**src/rtl/pwm_bank_pkg.sv**
```systemverilog
package pwm_bank_pkg;
  localparam logic [4:0] OFS_PRE  = 5'h00;
  localparam logic [4:0] OFS_PER  = 5'h04;
  localparam logic [4:0] OFS_DUTY = 5'h08;
  localparam logic [4:0] OFS_EN   = 5'h18;

  typedef struct packed {
    logic pre;
    logic per;
    logic duty;
    logic en;
  } ch_wr_t;
endpackage

```
**src/rtl/pwm_bank_dec.sv**
```systemverilog
module pwm_bank_dec
  import pwm_bank_pkg::*;
#(
  parameter int NUM_CH = 4,
  parameter int WIN_W  = 5,
  parameter int CH_W   = 2
) (
  input  logic                      wr_i,
  input  logic [CH_W+WIN_W-1:0]     addr_i,
  output ch_wr_t [NUM_CH-1:0]       wr_o
);
  logic [CH_W-1:0]  ch;
  logic [WIN_W-1:0] ofs;
  assign ch  = addr_i[CH_W+WIN_W-1:WIN_W];
  assign ofs = addr_i[WIN_W-1:0];

  for (genvar k = 0; k < NUM_CH; k++) begin : g_ch
    logic hit;
    assign hit = wr_i && (ch == CH_W'(k));
    assign wr_o[k] = '{pre:  hit && (ofs == WIN_W'(OFS_PRE)),
                       per:  hit && (ofs == WIN_W'(OFS_PER)),
                       duty: hit && (ofs == WIN_W'(OFS_DUTY)),
                       en:   hit && (ofs == WIN_W'(OFS_EN))};
  end
endmodule

```
**src/rtl/pwm_bank_presc.sv**
```systemverilog
module pwm_bank_presc #(
  parameter int PRE_W = 8
) (
  input  logic             clk_i,
  input  logic             rst_ni,
  input  logic             run_i,
  input  logic             restart_i,
  input  logic [PRE_W-1:0] pre_i,
  output logic             tick_o
);
  logic [PRE_W-1:0] cnt_q, lim_q;

  assign tick_o = run_i && (cnt_q == lim_q);

  // limit reloads only at wrap or restart, so prescale edits never cut a step short
  always_ff @(posedge clk_i or negedge rst_ni) begin
    if (!rst_ni) begin
      cnt_q <= '0;
      lim_q <= '0;
    end else if (restart_i || tick_o) begin
      cnt_q <= '0;
      lim_q <= pre_i;
    end else if (run_i) begin
      cnt_q <= cnt_q + 1'b1;
    end
  end
endmodule

```
**src/rtl/pwm_bank_chan.sv**
```systemverilog
module pwm_bank_chan
  import pwm_bank_pkg::*;
#(
  parameter int PRE_W  = 8,
  parameter int PER_W  = 8,
  parameter int DUTY_W = 16
) (
  input  logic              clk_i,
  input  logic              rst_ni,
  input  ch_wr_t            wr_i,
  input  logic [DUTY_W-1:0] wdata_i,
  output logic [PRE_W-1:0]  pre_o,
  output logic [PER_W-1:0]  per_o,
  output logic [DUTY_W-1:0] duty_o,
  output logic              en_o,
  output logic              pwm_o
);
  localparam int CMP_W = (PER_W > DUTY_W) ? PER_W : DUTY_W;

  logic [PRE_W-1:0]  pre_q;
  logic [PER_W-1:0]  per_q, pend_per_q, act_per_q, step_q;
  logic [DUTY_W-1:0] duty_q, pend_duty_q, act_duty_q;
  logic              pend_q, en_q;
  logic              en_set, en_clr, tick, period_end;
  logic [PER_W:0]    step_nx;

  assign en_set = wr_i.en && wdata_i[0] && !en_q;
  assign en_clr = wr_i.en && !wdata_i[0];

  pwm_bank_presc #(.PRE_W(PRE_W)) u_presc (
    .clk_i    (clk_i),
    .rst_ni   (rst_ni),
    .run_i    (en_q),
    .restart_i(en_set || en_clr),
    .pre_i    (pre_q),
    .tick_o   (tick)
  );

  assign step_nx    = {1'b0, step_q} + 1'b1;
  assign period_end = tick && (step_nx >= {1'b0, act_per_q});

  always_ff @(posedge clk_i or negedge rst_ni) begin
    if (!rst_ni) begin
      pre_q       <= '0;
      per_q       <= '0;
      duty_q      <= '0;
      pend_per_q  <= '0;
      pend_duty_q <= '0;
      pend_q      <= 1'b0;
      act_per_q   <= '0;
      act_duty_q  <= '0;
      en_q        <= 1'b0;
      step_q      <= '0;
    end else begin
      if (wr_i.pre)  pre_q  <= wdata_i[PRE_W-1:0];
      if (wr_i.per)  per_q  <= wdata_i[PER_W-1:0];
      if (wr_i.duty) duty_q <= wdata_i;

      if (en_clr) begin
        en_q   <= 1'b0;
        step_q <= '0;
      end else if (en_set) begin
        en_q   <= 1'b1;
        step_q <= '0;
        if (pend_q) begin
          act_per_q  <= pend_per_q;
          act_duty_q <= pend_duty_q;
          pend_q     <= 1'b0;
        end
      end else if (tick) begin
        if (period_end) begin
          step_q <= '0;
          if (pend_q) begin
            act_per_q  <= pend_per_q;
            act_duty_q <= pend_duty_q;
            pend_q     <= 1'b0;
          end
        end else begin
          step_q <= step_nx[PER_W-1:0];
        end
      end

      // a fresh commit outranks the apply of the older pair in the same cycle
      if (wr_i.duty) begin
        pend_per_q  <= per_q;
        pend_duty_q <= wdata_i;
        pend_q      <= 1'b1;
      end
    end
  end

  assign pwm_o  = en_q && (CMP_W'(step_q) < CMP_W'(act_duty_q));
  assign pre_o  = pre_q;
  assign per_o  = per_q;
  assign duty_o = duty_q;
  assign en_o   = en_q;
endmodule

```
**src/rtl/pwm_bank.sv**
```systemverilog
module pwm_bank
  import pwm_bank_pkg::*;
#(
  parameter int NUM_CH = 4,
  parameter int WIN_W  = 5,
  parameter int PRE_W  = 8,
  parameter int PER_W  = 8,
  parameter int DUTY_W = 16,
  parameter int DATA_W = 32,
  localparam int CH_W   = (NUM_CH > 1) ? $clog2(NUM_CH) : 1,
  localparam int ADDR_W = CH_W + WIN_W
) (
  input  logic              clk_i,
  input  logic              rst_ni,
  input  logic              wr_i,
  input  logic              rd_i,
  input  logic [ADDR_W-1:0] addr_i,
  input  logic [DATA_W-1:0] wdata_i,
  output logic [DATA_W-1:0] rdata_o,
  output logic [NUM_CH-1:0] pwm_o
);
  ch_wr_t [NUM_CH-1:0] ch_wr;
  logic [PRE_W-1:0]    pre_v  [NUM_CH];
  logic [PER_W-1:0]    per_v  [NUM_CH];
  logic [DUTY_W-1:0]   duty_v [NUM_CH];
  logic [NUM_CH-1:0]   en_v;
  logic                unused_wdata;

  assign unused_wdata = ^wdata_i[DATA_W-1:DUTY_W];

  pwm_bank_dec #(.NUM_CH(NUM_CH), .WIN_W(WIN_W), .CH_W(CH_W)) u_dec (
    .wr_i  (wr_i),
    .addr_i(addr_i),
    .wr_o  (ch_wr)
  );

  for (genvar k = 0; k < NUM_CH; k++) begin : g_chan
    pwm_bank_chan #(.PRE_W(PRE_W), .PER_W(PER_W), .DUTY_W(DUTY_W)) u_chan (
      .clk_i  (clk_i),
      .rst_ni (rst_ni),
      .wr_i   (ch_wr[k]),
      .wdata_i(wdata_i[DUTY_W-1:0]),
      .pre_o  (pre_v[k]),
      .per_o  (per_v[k]),
      .duty_o (duty_v[k]),
      .en_o   (en_v[k]),
      .pwm_o  (pwm_o[k])
    );
  end

  logic [CH_W-1:0]  rd_ch;
  logic [WIN_W-1:0] rd_ofs;
  assign rd_ch  = addr_i[ADDR_W-1:WIN_W];
  assign rd_ofs = addr_i[WIN_W-1:0];

  always_comb begin
    rdata_o = '0;
    if (rd_i) begin
      case (rd_ofs)
        WIN_W'(OFS_PRE):  rdata_o = DATA_W'(pre_v[rd_ch]);
        WIN_W'(OFS_PER):  rdata_o = DATA_W'(per_v[rd_ch]);
        WIN_W'(OFS_DUTY): rdata_o = DATA_W'(duty_v[rd_ch]);
        WIN_W'(OFS_EN):   rdata_o = DATA_W'(en_v[rd_ch]);
        default:          rdata_o = '0;
      endcase
    end
  end
endmodule

```
**config.mk**
```make
export PLATFORM = sky130hd
export DESIGN_NAME = pwm_bank
export DESIGN_NICKNAME = d
export VERILOG_FILES = /design/src/rtl/pwm_bank_pkg.sv /design/src/rtl/pwm_bank_dec.sv /design/src/rtl/pwm_bank_presc.sv /design/src/rtl/pwm_bank_chan.sv /design/src/rtl/pwm_bank.sv
export SDC_FILE = /design/constraint.sdc
export NUM_CORES = 1
export LEC_CHECK = 0
export BUFFER_PORTS_ARGS = -buffer_cell sky130_fd_sc_hd__buf_2
export CORE_ASPECT_RATIO = 1.75
export CORE_UTILIZATION = 42
export CTS_CLUSTER_DIAMETER = 100
export DETAILED_ROUTE_END_ITERATION = 16
export GPL_ROUTABILITY_DRIVEN = 0
export GPL_TIMING_DRIVEN = 0
export SLEW_MARGIN = 40
export SYNTH_ARGS = -nofsm -noshare
export SYNTH_HDL_FRONTEND = slang
export SYNTH_HIERARCHICAL = 1
export SYNTH_SLANG_ARGS = --single-unit
export TNS_END_PERCENT = 10
```
**constraint.sdc**
```tcl
create_clock -name clk_i -period 3.1 [get_ports clk_i]
set_clock_uncertainty 0.15 [all_clocks]
set_input_delay 0.31 -clock clk_i [delete_from_list [all_inputs] [get_ports clk_i]]
set_output_delay 0.31 -clock clk_i [all_outputs]
set_load 0.1 [all_outputs]
```
# Yosys cells after proc, flatten, opt, wreduce, memory -nomap -nowiden
# Cells that the tools add are included.
[word_totals]
reg_bits = 360
input_bits = 43
out_inout_bits = 36
elab_cells = 273
[classes]
n_addsub = 8
order_cmp = 10
eq_ne = 14
muxes = 97
bitwise_logic = 5
n_reduce_logical = 95
[ops]
columns = ["operator", "n"]
rows = [
  ["8-bit 2-to-1 mux", 44],
  ["16-bit 2-to-1 mux", 19],
  ["8-bit by 16-bit less-than comparator with 1-bit output", 4],
  ["16-bit case mux with 4 select lines", 1],
  ["1-bit logical AND", 44],
  ["8-bit by 1-bit adder with 9-bit output (second input constant)", 4],
  ["9-bit by 8-bit greater-or-equal comparator with 1-bit output", 4],
  ["3-bit nonzero test", 12],
  ["8-bit by 1-bit adder with 8-bit output (second input constant)", 4],
  ["16-bit binary-select mux with 2-bit select", 1],
  ["8-bit binary-select mux with 2-bit select", 2],
  ["8-bit == test", 4],
  ["2-bit nonzero test", 16],
  ["1-bit 2-to-1 mux", 29],
  ["3-bit AND reduction", 8],
  ["1-bit logical OR", 8],
  ["2-bit != test (second input constant)", 4],
  ["5-bit by 3-bit == test with 1-bit output (second input constant)", 1],
  ["5-bit by 4-bit == test with 1-bit output (second input constant)", 1],
  ["5-bit == test (second input constant)", 1],
  ["1-bit logical NOT", 5],
  ["5-bit logical NOT", 1],
  ["2-bit == test (second input constant)", 2],
  ["1-bit inverter", 4],
  ["other kinds (6)", 6],
]

# Longest topological paths before layout
# Gate-level depths: netlist of the first run.
[logic_depth]
depth_word = 8
depth_mapped = 13
depth_no_buf = 11

# Hierarchy
# The synthesis of the first run kept the hierarchy.
[modules_own_cells]
columns = ["mod", "instances", "cells_each", "area_each_um2", "seq_area_each_um2"]
rows = [
  ["pwm_bank_chan at g_chan[0].u_chan ...", 3, 251, 3439.5, 1851.8],
  ["pwm_bank_chan at g_chan[1].u_chan", 1, 351, 3885.0, 1851.8],
  ["pwm_bank_presc", 4, 66, 795.8, 400.4],
  ["pwm_bank", 1, 100, 1243.7, 0.0],
  ["pwm_bank_dec", 1, 29, 173.9, 0.0],
]

# Least setup slack after synthesis of the first run
# No wires, ideal clock.
[synth_path]
path_type = "register -> output"
start = "register g_chan[0].u_chan.step_q[1]"
end = "output port pwm_o[0]"
t_arrival_ns = 3.030
required_ns = 2.640
path_slack_ns = -0.390
path_stages_with_launch = 7
path_buffers = 0
path_cell_list = "dfrtp_1 -> ha_1 -> a21o_1 -> a21oi_1 -> o21ai_1 -> a2111o_1 -> a41oi_1"
[synth_via]
elab_chain_len = 2
[synth_lines]
columns = ["item", "line", "source"]
rows = [
  ["start, declared", "pwm_bank_chan.sv:21", "logic [PER_W-1:0] per_q, pend_per_q, act_per_q, step_q;"],
  ["start signal, assigned", "pwm_bank_chan.sv:79", "step_q <= step_nx[PER_W-1:0];"],
  ["8-bit by 16-bit less-than comparator with 1-bit output", "pwm_bank_chan.sv:92", "assign pwm_o = en_q && (CMP_W'(step_q) < CMP_W'(act_duty_q));"],
  ["1-bit logical AND", "pwm_bank_chan.sv:92", ""],
  ["end, declared", "pwm_bank.sv:20", "output logic [NUM_CH-1:0] pwm_o"],
]
# Every way passes these cells.

# Worst setup path in the final report of the first run
[layout_path]
start = "register g_chan[2].u_chan.step_q[1]"
end = "register g_chan[2].u_chan.act_duty_q[12]"
[layout_via]
elab_chain_len = 5
[layout_lines]
columns = ["item", "line", "source"]
rows = [
  ["start, declared", "pwm_bank_chan.sv:21", ""],
  ["start signal, assigned", "pwm_bank_chan.sv:79", ""],
  ["8-bit by 1-bit adder with 9-bit output", "pwm_bank_chan.sv:39", "assign step_nx = {1'b0, step_q} + 1'b1;"],
  ["9-bit by 8-bit greater-or-equal comparator with 1-bit output", "pwm_bank_chan.sv:40", "assign period_end = tick && (step_nx >= {1'b0, act_per_q});"],
  ["1-bit logical AND", "pwm_bank_chan.sv:40", ""],
  ["2-bit nonzero test (no source line)", "-", ""],
  ["3-bit AND reduction (no source line)", "-", ""],
  ["end signal, assigned", "pwm_bank_chan.sv:67", "act_duty_q <= pend_duty_q;"],
  ["end signal, assigned", "pwm_bank_chan.sv:75", "act_duty_q <= pend_duty_q;"],
  ["end, declared", "pwm_bank_chan.sv:22", "logic [DUTY_W-1:0] duty_q, pend_duty_q, act_duty_q;"],
]
# Every way passes these cells.
# A chain may end at the register's enable or synchronous reset.

==> metrics, run 1 <==
status finished, final reports clean; Core Region 44160 sq um; pin count of the biggest net entering global routing 66; worst slew pin tran 0.8006 ns; Worst slew margin 46.13%; Post-Place Setup Slack -0.1939 ns; PnR Total Power 14.22 mW; Routed WL 47670 microns; H-tree depth 2; YS warnings 6; top cell type by total area after synthesis dfrtp_1; register area share after synthesis 47.91%; initial core utilization 42.58%; Cell variety after synth 70; Req. time, crit path 3.36 ns; # rows 102; total clock sinks 360; Pre-antenna DRT Iters 7; flops & latches, synth 360; RSZ-0062 raised after global routing true; final core occ 49.05%; area post-placement 20000 sq um; Max Root-Sink Buffers 3; Tot GR Track Use 21.53%; Lkg Pwr 10.07 nW; Max Cap Violations 0; Mapped Avg Cell Area 12.56 sq um; fin nets 1734; Die ar. 45660 sq um; GRT overflow 0; top cells by instance count after synthesis dfrtp_1, mux2_2, nand2_1; Worst-path clk slew 0.06 ns; final hold vios 0; CTS Buf Count 37; FMAX 323.3 MHz; Mapped Area 18800 sq um; Max Slew Vio Count 0; Syn Inst Count 1497; Sw Ratio 32.42%; I/O pins 79; hpwl dp 35300 microns; min Tclk post-route 3.093 ns; clock share of power 31.9%; CTS Root Buffer Type clkbuf_16; Power Density 656.7 nW/um^2; crit path max fanout 10; Routed Antenna Nets 0; share of the synthesized area in the top cell type 47.91%; asr flop ratio synth 100.0%; layout cells sized above 1 33.60%; power share of the sequential group 41.0%; port bufs 46; routed vias 12231; final setup vio count 0; Post-synth EDFFs 0; Setup crit start kind flop; combinational group share of total power 27.1%; cell area after layout 21660 sq um; diodes inserted 0; Setup WS post-layout 0.006991 ns; die width 162.0 microns; Worst setup EP type flop; synthesis-to-finish area growth 15.18%; Max VDD drop 0.0004644 V; final cycle utilization of the critical path 99.77%; crit path kind reg -> reg; Initial DRC Count 605; Tightest Hold Check Type in -> async; switching power 4.612 mW; average wire per standard cell 21.49 microns; top-count cell post-synth dfrtp_1; worst endpoint data arrival time 3.35 ns; ys flop type dfrtp_1; CTS tree built; Clock Latency Late Sink 0.54 ns; Vias per Instance 5.514; Pint 9.611 mW; global-route wire length before repair 74640 microns; synth top area cells dfrtp_1, mux2_2, mux2_4; DR DRC count 0; Die Y 281.9 microns; vias in the first global route 12996; initial antenna violation count 0
==> final cells by class <==
| cell class | count | area (sq um) |
|---|---|---|
| Fill cell | 3952 | 22500 |
| Clock inverter | 12 | 146.4 |
| Multi-Input combinational cell | 981 | 9095 |
| Clock buffer | 50 | 1067 |
| Inverter | 79 | 296.5 |
| Buffer | 92 | 704.4 |
| Tap cell | 572 | 715.7 |
| Sequential cell | 360 | 9020 |
| Timing Repair Buffer | 72 | 613.1 |
==> metrics by stage <==
stage               cells  setup TNS (ns)  hold slack (ns)
floorplan            1512         -0.7808          -0.1356
global placement     2130        -1969.96           0.3191
detailed placement   2136          -6.795          0.01445
CTS                  2213               0          0.04466
global route         2218          -2.152          0.07151
finish               2218               0          0.04933
==> path summary, 6_finish.rpt <==
kind                            cells after the start                                 startpoint                                           to  slack (ns)
worst max-delay path                               12     g_chan[2].u_chan/step_q[1]$_DFFE_PN0P_  g_chan[2].u_chan/act_duty_q[12]$_DFFE_PN0P_       0.007
worst min-delay path                                2                                     rst_ni       g_chan[1].u_chan/step_q[1]$_DFFE_PN0P_        0.05
worst max register to register                     12     g_chan[2].u_chan/step_q[1]$_DFFE_PN0P_  g_chan[2].u_chan/act_duty_q[12]$_DFFE_PN0P_       0.007
worst min register to register                      1  g_chan[3].u_chan/act_per_q[7]$_DFFE_PN0P_    g_chan[3].u_chan/act_per_q[7]$_DFFE_PN0P_        0.34
max in group asynchronous                           7                                     rst_ni       g_chan[0].u_chan/step_q[2]$_DFFE_PN0P_        0.81
min in group clk_i                                  2                                 wdata_i[1]        g_chan[2].u_chan/per_o[1]$_DFFE_PN0P_        0.17
==> cells in the final DEF, fill, tap and decap left out, types with 29 or more instances in the layout <==
master | netlist | layout
nand2_1 | 81 | 81
nor2_1 | 59 | 53
mux2_2 | 185 | 185
dfrtp_1 | 360 | 351
xor2_1 | 49 | 49
a22oi_1 | 32 | 32
ha_1 | 68 | 61
xnor2_1 | 35 | 32
a21oi_1 | 33 | 30
nand2b_1 | 39 | 39
buf_2 | 23 | 64
nand4_1 | 35 | 35
clkbuf_16 | 0 | 39
inv_1 | 79 | 79
mux4_2 | 29 | 29
mux2_4 | 68 | 68
==> worst max-delay path, cell delays in order, from the launching register on <==
cell and delay [ns]:
dfrtp_1 0.41, ha_2 0.23, nand3_1 0.11, xnor2_2 0.27, ha_4 0.26, a211oi_2 0.21, nand2_1 0.11, a31oi_4 0.20
o21ai_4 0.13, a41o_1 0.27, buf_6 0.15, buf_8 0.16, mux2_4 0.30
==> flip-flops by register name, summed over array words and instances (netlist names) <==
name and cells:
g_chan.u_chan/en_o 4, g_chan.u_chan/act_duty_q 64, g_chan.u_chan/pend_q 4, g_chan.u_chan/u_presc/lim_q 32, g_chan.u_chan/pre_o 32, g_chan.u_chan/pend_duty_q 64, g_chan.u_chan/pend_per_q 32, g_chan.u_chan/act_per_q 32
g_chan.u_chan/u_presc/cnt_q 32, g_chan.u_chan/step_q 32, g_chan.u_chan/per_o 32
==> layer usage <==
layer | vias up | global-route usage, % | wire [microns]
li1 | 5648 | - | -
met1 | 6250 | 23.94 | 18300
met3 | 82 | 2.986 | 1705
met5 | - | 0 | 0
met4 | 0 | 7.789 | 1571
met2 | 251 | 41.10 | 26090
==> power by group through the flow <==
stage	sequential, mW	clock, mW	combinational, mW
3_3_place_gp	5.92	0	3.49
6_report	5.83	4.54	3.85
4_1_cts	5.84	4.67	3.84
5_1_grt	5.90	4.82	4.18
2_1_floorplan	5.66	0	2.82
3_5_place_dp	5.93	0	3.59
==> repair_timing <==
item | 4_1_cts | 5_1_grt
hold buffers | 9 | 0
endpoints found under the setup margin | 64 | 100
resized for setup | 31 | 27
pin swaps | 12 | 3
endpoints found under the hold margin | 115 | 0
setup buffers | 6 | 5
==> cell families (layout without fill, tap and decap cells) <==
family | count (synthesis) | count (layout) | share of synthesized area, %
other cells | 1 | 16 | 0.01994
compound gates | 189 | 189 | 7.805
mux | 302 | 302 | 21.47
buf+inv | 171 | 305 | 5.310
simple gates | 322 | 322 | 9.049
xor+xnor | 84 | 84 | 3.912
fa+ha+maj | 68 | 68 | 4.525
flops | 360 | 360 | 47.91
Note: power is estimated with default switching activity, not from simulation.
==> run 2, diff against run 1 <==
--- a/config.mk
+++ b/config.mk
@@ -6,7 +6,8 @@
 export NUM_CORES = 1
 export LEC_CHECK = 0
 export BUFFER_PORTS_ARGS = -buffer_cell sky130_fd_sc_hd__buf_2
-export CORE_ASPECT_RATIO = 1.75
+export CORE_ASPECT_RATIO = 1.4
+export CORE_MARGIN = 8
 export CORE_UTILIZATION = 42
 export CTS_CLUSTER_DIAMETER = 100
 export DETAILED_ROUTE_END_ITERATION = 16
==> metrics, run 2 (synthesis results as in run 1) <==
crit path max fanout 4 (-6); global-route wire length before repair 74780 microns (+0.18%); Post-Place Setup Slack -0.2745 ns (-0.08057 ns); final setup vio count 0 (unchanged); I/O pins 79 (unchanged); RSZ-0062 raised after global routing true; PnR Total Power 14.47 mW (+1.7%); vias in the first global route 12768 (-1.8%); Routed WL 47260 microns (-0.85%); layout cells sized above 1 34.06% (+0.46 points); Max Slew Vio Count 0 (unchanged); die width 194.8 microns (+20%); Power Density 665.0 nW/um^2 (+1.3%); final hold vios 0 (unchanged); final cycle utilization of the critical path 98.50% (-1.3 points); GRT overflow 0 (unchanged); routed vias 12296 (+0.53%); crit path kind reg -> out; CTS Root Buffer Type clkbuf_16; Routed Antenna Nets 0 (unchanged); Max VDD drop 0.0003742 V (-19%); Tot GR Track Use 18.24% (-3.3 points); Fin Hold WS 0.1082 ns (+0.05883 ns); H-tree depth 2 (unchanged); Worst-path clk slew 0.06 ns (about the same); FMAX 327.5 MHz (+1.3%); DR DRC count 0 (unchanged); Max Root-Sink Buffers 3 (unchanged); Vias per Instance 5.541 (+0.49%); CTS Buf Count 40 (+8.1%); synthesis-to-finish area growth 15.69%; Setup crit start kind flop; pin count of the biggest net entering global routing 77 (+17%); initial core utilization 42.57% (about the same); # rows 91 (-11%); average wire per standard cell 21.30 microns (-0.90%); fin nets 1737 (+0.17%); Clock Latency Late Sink 0.54 ns (about the same); Core Region 44180 sq um (about the same); Worst setup EP type output port; commonest cells after routing, fill and taps aside dfrtp_1, mux2_2, nand2_1; Worst slew margin 43.51% (-2.6 points); Pre-antenna DRT Iters 5 (-2); Regs by FF count g_chan.u_chan/act_duty_q: 64 flops, g_chan.u_chan/pend_duty_q: 64 flops; fill count 3923 (-0.73%); final core occ 49.24% (+0.20 points); port bufs 46 (unchanged); CTS tree built; worst slew pin tran 0.8397 ns (+0.03904 ns); Setup WS post-layout 0.04659 ns (+0.03960 ns); Req. time, crit path 2.64 ns (-0.72 ns); Die ar. 51890 sq um (+14%); most common cell after layout, fill and taps aside dfrtp_1; Tightest Hold Check Type in -> async; FF+latch area 9021 sq um (about the same); initial antenna violation count 8 (+8); total clock sinks 360 (unchanged); Max Cap Violations 0 (unchanged); hpwl dp 34230 microns (-3.0%); min Tclk post-route 3.053 ns (-0.03960 ns); Lkg Pwr 10.14 nW (+0.71%); setup TNS 0 ns (unchanged); worst endpoint data arrival time 2.59 ns (-0.76 ns); multi-input logic area 9099 sq um (about the same); Die Y 266.4 microns (-5.5%); Initial DRC Count 655 (+8.3%); status finished, final reports clean
run 2: changes by cell type in the layout (fill, tap and decap cells not counted), moves of 2 or more:
cell	previous run	this run
clkbuf_16	39	41
clkbuf_8	5	7
clkinv_2	5	11
clkinvlp_4	3	0
diode_2	0	5
ha_4	4	6
o21ai_0	20	18
run 2: cell type report:
cell class                 count  area share, %
antenna                        5        0.05751
buffer                        92          3.250
clock buffer                  54          5.263
clock inverter                18         0.8397
inverter                      79          1.363
multi-input combinational    981          41.82
sequential                   360          41.47
tap                          558          3.209
timing repair buffer          72          2.726
run 2: worst paths after layout:
kind | slack [ns] | from | cells after the start | end
worst max-delay path | 0.05 | g_chan[3].u_chan/step_q[1]$_DFFE_PN0P_ | 7 | pwm_o[3]
worst min-delay path | 0.11 | rst_ni | 2 | g_chan[0].u_chan/u_presc/cnt_q[3]$_DFFE_PN0P_
worst max register to register | 0.10 | g_chan[3].u_chan/step_q[1]$_DFFE_PN0P_ | 12 | g_chan[3].u_chan/act_per_q[5]$_DFFE_PN0P_
worst min register to register | 0.34 | g_chan[2].u_chan/pend_per_q[7]$_DFFE_PN0P_ | 1 | g_chan[2].u_chan/act_per_q[7]$_DFFE_PN0P_
max in group asynchronous | 1.68 | rst_ni | 4 | g_chan[3].u_chan/step_q[2]$_DFFE_PN0P_
min in group clk_i | 0.16 | wdata_i[2] | 2 | g_chan[1].u_chan/pend_duty_q[2]$_DFFE_PN0P_
run 2: per-stage QoR:
step           cell area [sq um]  cells
2_1_floorplan              18870   1512
3_3_place_gp               19800   2116
3_5_place_dp               19950   2121
4_1_cts                    21540   2206
5_1_grt                    21750   2217
6_report                   21750   2219
run 2: critical path, stage by stage, from the launching register on:
cell and delay (ns):
dfrtp_2 0.47, ha_4 0.23, a21o_1 0.16, a21oi_2 0.13
o21ai_2 0.09, a2111o_1 0.43, a41oi_2 0.31, buf_8 0.24
run 2: what timing repair did:
action	4_1_cts	5_1_grt
buffers inserted	4	8
setup endpoints to repair	67	97
endpoints found under the hold margin	261	0
resized for setup	30	33
hold buffers	9	0
pin swaps	8	13
run 2: per-layer routing:
| layer | part of all wire, % | track usage (%) | up-vias |
|---|---|---|---|
| li1 | - | - | 5663 |
| met1 | 41 | 22.27 | 6259 |
| met2 | 51 | 32.23 | 289 |
| met3 | 4.7 | 3.260 | 79 |
| met4 | 2.9 | 6.034 | 6 |
| met5 | 0.080 | 0 | - |
run 2: report_power, final:
| group | leakage, nW | internal, mW | total (mW) | switching (mW) |
|---|---|---|---|---|
| clock | 0.667 | 2.85 | 4.80 | 1.94 |
| sequential | 4.91 | 5.23 | 5.82 | 0.592 |
| combinational | 4.56 | 1.73 | 3.85 | 2.12 |
| total | 10.1 | 9.81 | 14.5 | 4.66 |
